`src/rtl/fsa_pkg.sv`:
```
package fsa_pkg;

    typedef enum logic [2:0] {
        OCC_EMPTY = 3'd0,
        OCC_LAST  = 3'd1,
        OCC_MID   = 3'd2,
        OCC_NEAR  = 3'd3,
        OCC_FULL  = 3'd4
    } occ_state_t;

    localparam int STAT_W         = 12;
    localparam int STAT_RX_OVF    = 2;
    localparam int STAT_RX_FULL   = 4;
    localparam int STAT_RX_FNXT   = 5;
    localparam int STAT_RX_EMPTY  = 6;
    localparam int STAT_RX_ENXT   = 7;
    localparam int STAT_TX_FULL   = 8;
    localparam int STAT_TX_FNXT   = 9;
    localparam int STAT_TX_EMPTY  = 10;
    localparam int STAT_TX_ENXT   = 11;

endpackage

```
`src/rtl/fsa_depth_sel.sv`:
```
module fsa_depth_sel #(
    parameter int MEM_DEPTH    = 32,
    parameter int SMALL_DEPTH  = 4,
    parameter int MID_DEPTH    = 16,
    parameter int WIDE_DEPTH   = 8,
    parameter int NARROW_FRAME = 8,
    parameter int MEDIUM_FRAME = 16,
    parameter int FSZ_W        = 6,
    parameter int FSZ_MAX      = 32,
    parameter int FSZ_RST      = 4,
    localparam int CW          = $clog2(MEM_DEPTH) + 1
) (
    input  logic             clk,
    input  logic             rst_n,
    input  logic             big_en_i,
    input  logic             fsz_wr_i,
    input  logic [FSZ_W-1:0] fsz_wdata_i,
    output logic [FSZ_W-1:0] fsz_o,
    output logic [CW-1:0]    depth_o,
    output logic [CW-1:0]    depth_nxt_o
);

    logic             big_q;
    logic [FSZ_W-1:0] fsz_q;
    logic [FSZ_W-1:0] fsz_nxt;
    logic             wr_legal;

    function automatic logic [CW-1:0] depth_of(input logic big, input logic [FSZ_W-1:0] f);
        if (!big)
            return CW'(SMALL_DEPTH);
        else if (f <= FSZ_W'(NARROW_FRAME))
            return CW'(MEM_DEPTH);
        else if (f <= FSZ_W'(MEDIUM_FRAME))
            return CW'(MID_DEPTH);
        else
            return CW'(WIDE_DEPTH);
    endfunction

    assign wr_legal = fsz_wr_i && (fsz_wdata_i <= FSZ_W'(FSZ_MAX));
    assign fsz_nxt  = wr_legal ? fsz_wdata_i : fsz_q;

    always_ff @(posedge clk) begin
        if (!rst_n) begin
            big_q <= 1'b0;
            fsz_q <= FSZ_W'(FSZ_RST);
        end else begin
            big_q <= big_en_i;
            fsz_q <= fsz_nxt;
        end
    end

    assign fsz_o       = fsz_q;
    assign depth_o     = depth_of(big_q, fsz_q);
    assign depth_nxt_o = depth_of(big_en_i, fsz_nxt);

    // an out-of-range width never lands in the register
    p_fsz_reject_r4: assert property (@(posedge clk) disable iff (!rst_n)
        (fsz_wr_i && (fsz_wdata_i > FSZ_W'(FSZ_MAX))) |=> $stable(fsz_q));

    p_fsz_range_r4: assert property (@(posedge clk) disable iff (!rst_n)
        fsz_q <= FSZ_W'(FSZ_MAX));

    // deep-queue enable low pins the limit at the small depth
    p_small_depth_r2: assert property (@(posedge clk) disable iff (!rst_n)
        !big_en_i |=> (depth_o == CW'(SMALL_DEPTH)));

endmodule

```
`src/rtl/fsa_fifo_chan.sv`:
```
module fsa_fifo_chan
    import fsa_pkg::*;
#(
    parameter int DATA_W    = 32,
    parameter int MEM_DEPTH = 32,
    parameter bit HAS_OVF   = 1'b0,
    localparam int AW       = $clog2(MEM_DEPTH),
    localparam int CW       = AW + 1
) (
    input  logic              clk,
    input  logic              rst_n,
    input  logic              flush_i,
    input  logic              push_i,
    input  logic [DATA_W-1:0] wdata_i,
    input  logic              pop_i,
    output logic [DATA_W-1:0] rdata_o,
    input  logic [CW-1:0]     depth_i,
    input  logic [CW-1:0]     depth_nxt_i,
    output logic              empty_o,
    output logic              empty_nxt_o,
    output logic              full_nxt_o,
    output logic              full_o,
    output logic              ovf_o
);

    logic [DATA_W-1:0] mem [MEM_DEPTH];
    logic [AW-1:0]     wr_ptr_q;
    logic [AW-1:0]     rd_ptr_q;
    logic [CW-1:0]     cnt_q;
    logic [CW-1:0]     cnt_nxt;
    logic [CW-1:0]     cnt_after_pop;
    logic              pop_ok;
    logic              push_ok;
    logic              push_drop;
    occ_state_t        state_q;
    occ_state_t        state_d;

    function automatic occ_state_t classify(input logic [CW-1:0] c, input logic [CW-1:0] d);
        if (c == '0)
            return OCC_EMPTY;
        else if (c >= d)
            return OCC_FULL;
        else if (c == d - CW'(1))
            return OCC_NEAR;
        else if (c == CW'(1))
            return OCC_LAST;
        else
            return OCC_MID;
    endfunction

    assign pop_ok        = pop_i && !flush_i && (cnt_q != '0);
    assign cnt_after_pop = cnt_q - CW'(pop_ok);
    assign push_ok       = push_i && !flush_i && (cnt_after_pop < depth_i);
    assign push_drop     = push_i && !flush_i && !push_ok;
    assign cnt_nxt       = flush_i ? '0 : (cnt_after_pop + CW'(push_ok));

    always_ff @(posedge clk) begin
        if (push_ok)
            mem[wr_ptr_q] <= wdata_i;
    end

    always_ff @(posedge clk) begin
        if (!rst_n || flush_i) begin
            wr_ptr_q <= '0;
            rd_ptr_q <= '0;
            cnt_q    <= '0;
        end else begin
            if (push_ok) wr_ptr_q <= wr_ptr_q + AW'(1);
            if (pop_ok)  rd_ptr_q <= rd_ptr_q + AW'(1);
            cnt_q <= cnt_nxt;
        end
    end

    assign rdata_o = (cnt_q != '0) ? mem[rd_ptr_q] : '0;

    // next-state choice
    always_comb begin
        if (flush_i)
            state_d = OCC_EMPTY;
        else
            state_d = classify(cnt_nxt, depth_nxt_i);
    end

    // state register
    always_ff @(posedge clk) begin
        if (!rst_n)
            state_q <= OCC_EMPTY;
        else
            state_q <= state_d;
    end

    // outputs from state
    always_comb begin
        empty_o     = 1'b0;
        empty_nxt_o = 1'b0;
        full_nxt_o  = 1'b0;
        full_o      = 1'b0;
        unique case (state_q)
            OCC_EMPTY: empty_o     = 1'b1;
            OCC_LAST:  empty_nxt_o = 1'b1;
            OCC_MID:   ;
            OCC_NEAR:  full_nxt_o  = 1'b1;
            OCC_FULL:  full_o      = 1'b1;
            default:   ;
        endcase
    end

    generate
        if (HAS_OVF) begin : g_ovf
            logic ovf_q;
            always_ff @(posedge clk) begin
                if (!rst_n || flush_i)
                    ovf_q <= 1'b0;
                else if (push_drop)
                    ovf_q <= 1'b1;
                else if (pop_i)
                    ovf_q <= 1'b0;
            end
            assign ovf_o = ovf_q;

            // a lost receive word raises the overflow flag
            p_ovf_set_r7: assert property (@(posedge clk) disable iff (!rst_n)
                push_drop |=> ovf_o);
        end else begin : g_no_ovf
            assign ovf_o = 1'b0;
        end
    endgenerate

    // flush empties the queue on the following edge
    p_flush_empties_r10: assert property (@(posedge clk) disable iff (!rst_n)
        flush_i |=> (cnt_q == '0 && empty_o));

    // a push at the limit without a pop changes nothing
    p_full_drop_r5: assert property (@(posedge clk) disable iff (!rst_n)
        (push_i && !pop_i && !flush_i && cnt_q >= depth_i) |=> $stable(cnt_q));

    // a pop on an empty queue leaves it empty
    p_empty_pop_r8: assert property (@(posedge clk) disable iff (!rst_n)
        (pop_i && !push_i && !flush_i && cnt_q == '0) |=> (cnt_q == '0));

    // the full state agrees with the counter against the live limit
    p_full_state_r6: assert property (@(posedge clk) disable iff (!rst_n)
        full_o |-> (cnt_q >= depth_i));

    p_empty_state_r6: assert property (@(posedge clk) disable iff (!rst_n)
        empty_o == (cnt_q == '0));

    // push and pop together at full keep the count
    p_swap_full_r11: assert property (@(posedge clk) disable iff (!rst_n)
        (push_i && pop_i && !flush_i && cnt_q == depth_i) |=> (cnt_q == $past(cnt_q)));

endmodule

```
`src/rtl/fsa_fifo_pair.sv`:
```
module fsa_fifo_pair
    import fsa_pkg::*;
#(
    parameter int DATA_W    = 32,
    parameter int MEM_DEPTH = 32,
    parameter int FSZ_W     = 6,
    localparam int CW       = $clog2(MEM_DEPTH) + 1
) (
    input  logic              clk,
    input  logic              rst_n,
    input  logic              big_fifo_en,
    input  logic              fsz_wr,
    input  logic [FSZ_W-1:0]  fsz_wdata,
    output logic [FSZ_W-1:0]  fsz_q,
    input  logic              tx_push,
    input  logic [DATA_W-1:0] tx_wdata,
    input  logic              tx_pop,
    output logic [DATA_W-1:0] tx_rdata,
    input  logic              tx_flush,
    input  logic              rx_push,
    input  logic [DATA_W-1:0] rx_wdata,
    input  logic              rx_pop,
    output logic [DATA_W-1:0] rx_rdata,
    input  logic              rx_flush,
    output logic [STAT_W-1:0] stat_word
);

    logic [CW-1:0] depth;
    logic [CW-1:0] depth_nxt;
    logic tx_e, tx_en, tx_fn, tx_f, tx_ovf_unused;
    logic rx_e, rx_en, rx_fn, rx_f, rx_ovf;

    fsa_depth_sel #(
        .MEM_DEPTH (MEM_DEPTH),
        .FSZ_W     (FSZ_W)
    ) u_depth (
        .clk         (clk),
        .rst_n       (rst_n),
        .big_en_i    (big_fifo_en),
        .fsz_wr_i    (fsz_wr),
        .fsz_wdata_i (fsz_wdata),
        .fsz_o       (fsz_q),
        .depth_o     (depth),
        .depth_nxt_o (depth_nxt)
    );

    fsa_fifo_chan #(
        .DATA_W    (DATA_W),
        .MEM_DEPTH (MEM_DEPTH),
        .HAS_OVF   (1'b0)
    ) u_tx (
        .clk         (clk),
        .rst_n       (rst_n),
        .flush_i     (tx_flush),
        .push_i      (tx_push),
        .wdata_i     (tx_wdata),
        .pop_i       (tx_pop),
        .rdata_o     (tx_rdata),
        .depth_i     (depth),
        .depth_nxt_i (depth_nxt),
        .empty_o     (tx_e),
        .empty_nxt_o (tx_en),
        .full_nxt_o  (tx_fn),
        .full_o      (tx_f),
        .ovf_o       (tx_ovf_unused)
    );

    fsa_fifo_chan #(
        .DATA_W    (DATA_W),
        .MEM_DEPTH (MEM_DEPTH),
        .HAS_OVF   (1'b1)
    ) u_rx (
        .clk         (clk),
        .rst_n       (rst_n),
        .flush_i     (rx_flush),
        .push_i      (rx_push),
        .wdata_i     (rx_wdata),
        .pop_i       (rx_pop),
        .rdata_o     (rx_rdata),
        .depth_i     (depth),
        .depth_nxt_i (depth_nxt),
        .empty_o     (rx_e),
        .empty_nxt_o (rx_en),
        .full_nxt_o  (rx_fn),
        .full_o      (rx_f),
        .ovf_o       (rx_ovf)
    );

    always_comb begin
        stat_word                = '0;
        stat_word[STAT_RX_OVF]   = rx_ovf;
        stat_word[STAT_RX_FULL]  = rx_f;
        stat_word[STAT_RX_FNXT]  = rx_fn;
        stat_word[STAT_RX_EMPTY] = rx_e;
        stat_word[STAT_RX_ENXT]  = rx_en;
        stat_word[STAT_TX_FULL]  = tx_f;
        stat_word[STAT_TX_FNXT]  = tx_fn;
        stat_word[STAT_TX_EMPTY] = tx_e;
        stat_word[STAT_TX_ENXT]  = tx_en;
    end

    // both queues are empty straight after reset
    p_reset_empty_r1: assert property (@(posedge clk)
        !rst_n |=> (stat_word == 12'h440));

endmodule

```
`config.mk`:
```
export PLATFORM = sky130hd
export DESIGN_NAME = fsa_fifo_pair
export DESIGN_NICKNAME = d
export VERILOG_FILES = /design/src/rtl/fsa_pkg.sv /design/src/rtl/fsa_depth_sel.sv /design/src/rtl/fsa_fifo_chan.sv /design/src/rtl/fsa_fifo_pair.sv
export SDC_FILE = /design/constraint.sdc
export NUM_CORES = 2
export LEC_CHECK = 0
export BUFFER_PORTS_ARGS = -buffer_cell sky130_fd_sc_hd__buf_4
export CAP_MARGIN = 20
export CELL_PAD_IN_SITES_DETAIL_PLACEMENT = 1
export CELL_PAD_IN_SITES_GLOBAL_PLACEMENT = 1
export CORE_UTILIZATION = 32
export CTS_CLUSTER_DIAMETER = 30
export DETAILED_ROUTE_END_ITERATION = 8
export MAX_ROUTING_LAYER = met4
export PLACE_DENSITY = 0.57
export SYNTH_ARGS = -nofsm -noshare
export SYNTH_HDL_FRONTEND = slang
export SYNTH_SLANG_ARGS = --single-unit
export TNS_END_PERCENT = 1
```
`constraint.sdc`:
```
create_clock -name clk -period 17.35 [get_ports clk]
set_input_delay 1.735 -clock clk [delete_from_list [all_inputs] [get_ports clk]]
set_output_delay 1.735 -clock clk [all_outputs]
set_load 0.03 [all_outputs]
```
==> flow_metrics.tcl <==
set metrics [dict create \
    drv_slew 0 \
    fp.dieW_microns 506 \
    clk_pin_slew_ps 50 \
    fmax_mhz 138 \
    syn_area_sq_um 81300 \
    drt_iter0_markers 3307 \
    hold_start "u_depth.fsz_o[0]$_SDFF_PN0_" \
    dr.pass1.iters 5 \
    remaining_drc_errors 0 \
    hpwl_microns 113000 \
    nNetsFinal 4080 \
    port_buffers 158 \
    core.rowCount 184 \
    clockBufferDepth 4 \
    viasPerCell 5.03 \
    cts-root-buf "clkbuf_16" \
    start_util_pct 32.3 \
    hold_buffers 0 \
    antenna_found_initial 12 \
    synth_cells 3467 \
    rrSetupSlack_ps 10920 \
    rsz0062_at_grt "false" \
    irDropWorstVdd_v 0.000106 \
    core_sq_um 252000 \
    crit_path_max_fanout 55 \
    synth_edf_count 2048 \
    hold_end "u_depth.fsz_o[0]$_SDFF_PN0_" \
    crit_required_ps 15610 \
    postRouteAntennaNets 0 \
    skew_ps 135 \
    clock_sinks 2104 \
    syn2layout_area_growth_pct 25.2 \
    final_common_cell "edfxtp_1" \
    cts_made_buffers 436 \
    grt_max_degree 103 \
    wl_microns 209000 \
    async_flop_share_pct 0 \
    synth.distinct_cells 67 \
    layout.filler_cells 23626 \
    slew_headroom_pct 25.7 \
    cap_viol_max_count 0 \
    critPathKind "reg -> out" \
    via_count 38653 \
    synth-seq-area-share_pct 77.0 \
    crit_chain "buf_4, buf_4, mux4_2, mux4_2, mux2i_1, nor2_1, buf_4" \
    r2r-end "u_tx.state_q[0]$_SDFF_PP0_" \
    fp.dieArea_sq_um 256000 \
    cp.arrival_ps 5510 \
    die_y_microns 506 \
    postCtsSetupBuffers 0 \
    final.min_clock_period_ps 7240 \
    fin_util_pct 40.4 \
    hold_class "reg -> reg" \
    hold_viol 0 \
    outcome "finished clean" \
    gp_congestion 0.737 \
    cts_tree "built" \
    max_stage_delay_ps 840 \
    critical_path.most_common_cell "buf_4" \
    grt_pass1_wl_microns 301000 \
    worst_slack_ps 10110 \
    grt-ovfl-total 0 \
    tightestPinTransition_ps 1120 \
    pwr_density_cell_nw_per_um2 139 \
    slowest_stage "buf_4" \
    reg2reg_from "u_tx.cnt_q[3]$_SDFF_PP0_" \
    grt_pass1_vias 41570 \
    synth_warnings 0 \
    cts_resized 0 \
    wl_per_cell_microns 27.2 \
    postSynthAreaPerCell_sq_um 23.4 \
    final_cell_mix "edfxtp_1 (2048), mux4_2 (640), clkbuf_16 (442), buf_4 (238), nor2_1 (119)" \
    synth_top_flop_cell "edfxtp_1" \
    start_kind "flop" \
    holdPathStages 2 \
    end_kind "output pin" \
    clock_latency_ps 1000 \
    setup_viol 0 \
    setup_tns_ps 0 \
    ys_ff_latch 2104 \
    reg2reg_depth 25 \
    post-place-ws_ps 10530 \
    p_leak_uw 0.0317 \
    drive_above_1_share_pct 38.3 \
    track_usage_pct 16.7 \
    cts_htree_levels 5 \
    io_pins 162 \
    finalCritPeriodShare_pct 41.7 \
    power_uw 14100 \
]
Yosys cell counts, drive strengths merged, types with 8 or more instances:
master | count | area share (%)
xor2 | 19 | 0.21
mux4 | 640 | 18
o21ai | 13 | 0.080
nor2b | 8 | 0.062
nand4 | 8 | 0.062
nor2 | 183 | 0.85
nor3 | 11 | 0.068
edfxtp | 2048 | 76
nand2 | 33 | 0.15
inv | 24 | 0.11
dfxtp | 56 | 1.4
ha | 32 | 0.49
nor3b | 11 | 0.12
a21oi | 15 | 0.097
clkbuf | 97 | 0.45
xnor2 | 10 | 0.11
buf | 87 | 0.54
nand3 | 8 | 0.049
nand2b | 15 | 0.12
mux2i | 74 | 0.94
critical path, delay by kind of cell (launching register included):
family / cells / cell delay, ps
buffers and inverters: 3 / 1880
muxes: 3 / 1590
DFF: 1 / 760
and+or+nand+nor: 1 / 120
layout make-up:
type / instances / area, sq um / share of cell area, %
inverter: 24 / 90.1 / 0.0885
multi-input combinational: 1157 / 18300 / 18.0
antenna: 9 / 22.5 / 0.0221
clock inverter: 308 / 3380 / 3.32
sequential: 2104 / 62700 / 61.6
tap: 3348 / 4190 / 4.12
timing repair buffer: 245 / 1950 / 1.92
clock buffer: 483 / 11200 / 11.0
state kept, by name, summed over array words and instances, names as in the netlist, 5 cells and up, named ones only:
name and flops:
u_rx.wr_ptr_q 5, u_tx.cnt_q 6, u_tx.rd_ptr_q 5, u_tx.mem 1024, u_depth.fsz_o 6, u_rx.mem 1024, u_rx.cnt_q 6, u_rx.rd_ptr_q 5
u_tx.wr_ptr_q 5
cells by family (layout without fill, tap and decap cells):
group / after synthesis / in the layout / share of synthesized area [%]
other cells: 1 / 12 / 0.00461
xor+xnor: 29 / 29 / 0.322
flops: 2104 / 2104 / 77.0
mux: 717 / 717 / 18.7
buf+inv: 208 / 1060 / 1.10
fa+ha+maj: 32 / 32 / 0.492
simple gates: 312 / 312 / 1.79
compound gates: 64 / 64 / 0.549
report_power, final:
group	switching, uW	leakage [uW]	total (uW)	internal [uW]
combinational	227	0.00575	343	116
sequential	9.05	0.0189	5610	5600
clock	2650	0.00703	8190	5540
metal layers:
metal | GRT usage, % | wire length, microns | up-vias
met1 | 22.2 | 92200 | 21141
li1 | - | - | 15932
met5 | - | 0 | -
met4 | 5.27 | 5190 | 0
met2 | 25.7 | 99800 | 1222
met3 | 3.53 | 11800 | 358
metrics by stage:
step / instance area, sq um / hold WS (ps) / std cells
after floorplan: 81300 / 450 / 3469
after detailed placement: 87200 / 505 / 6878
after global placement: 87000 / 488 / 6873
after CTS: 102000 / 511 / 7669
final: 102000 / 509 / 7678
after global routing: 102000 / 554 / 7677
worst max-delay path by stage:
stage / startpoint / endpoint / slack [ps] / depth (start not counted)
2_1_floorplan: tx_flush / u_tx.state_q[0]$_SDFF_PP0_ / 11150 / 23
3_3_place_gp: rx_pop / u_rx.state_q[0]$_SDFF_PP0_ / 10540 / 21
3_5_place_dp: rx_pop / u_rx.state_q[0]$_SDFF_PP0_ / 10530 / 21
4_1_cts: flop / tx_rdata[22] / 10070 / 7
5_1_grt: flop / tx_rdata[22] / 9900 / 7
6_report: flop / tx_rdata[16] / 10110 / 7
Power figures use the tool's default switching activity.
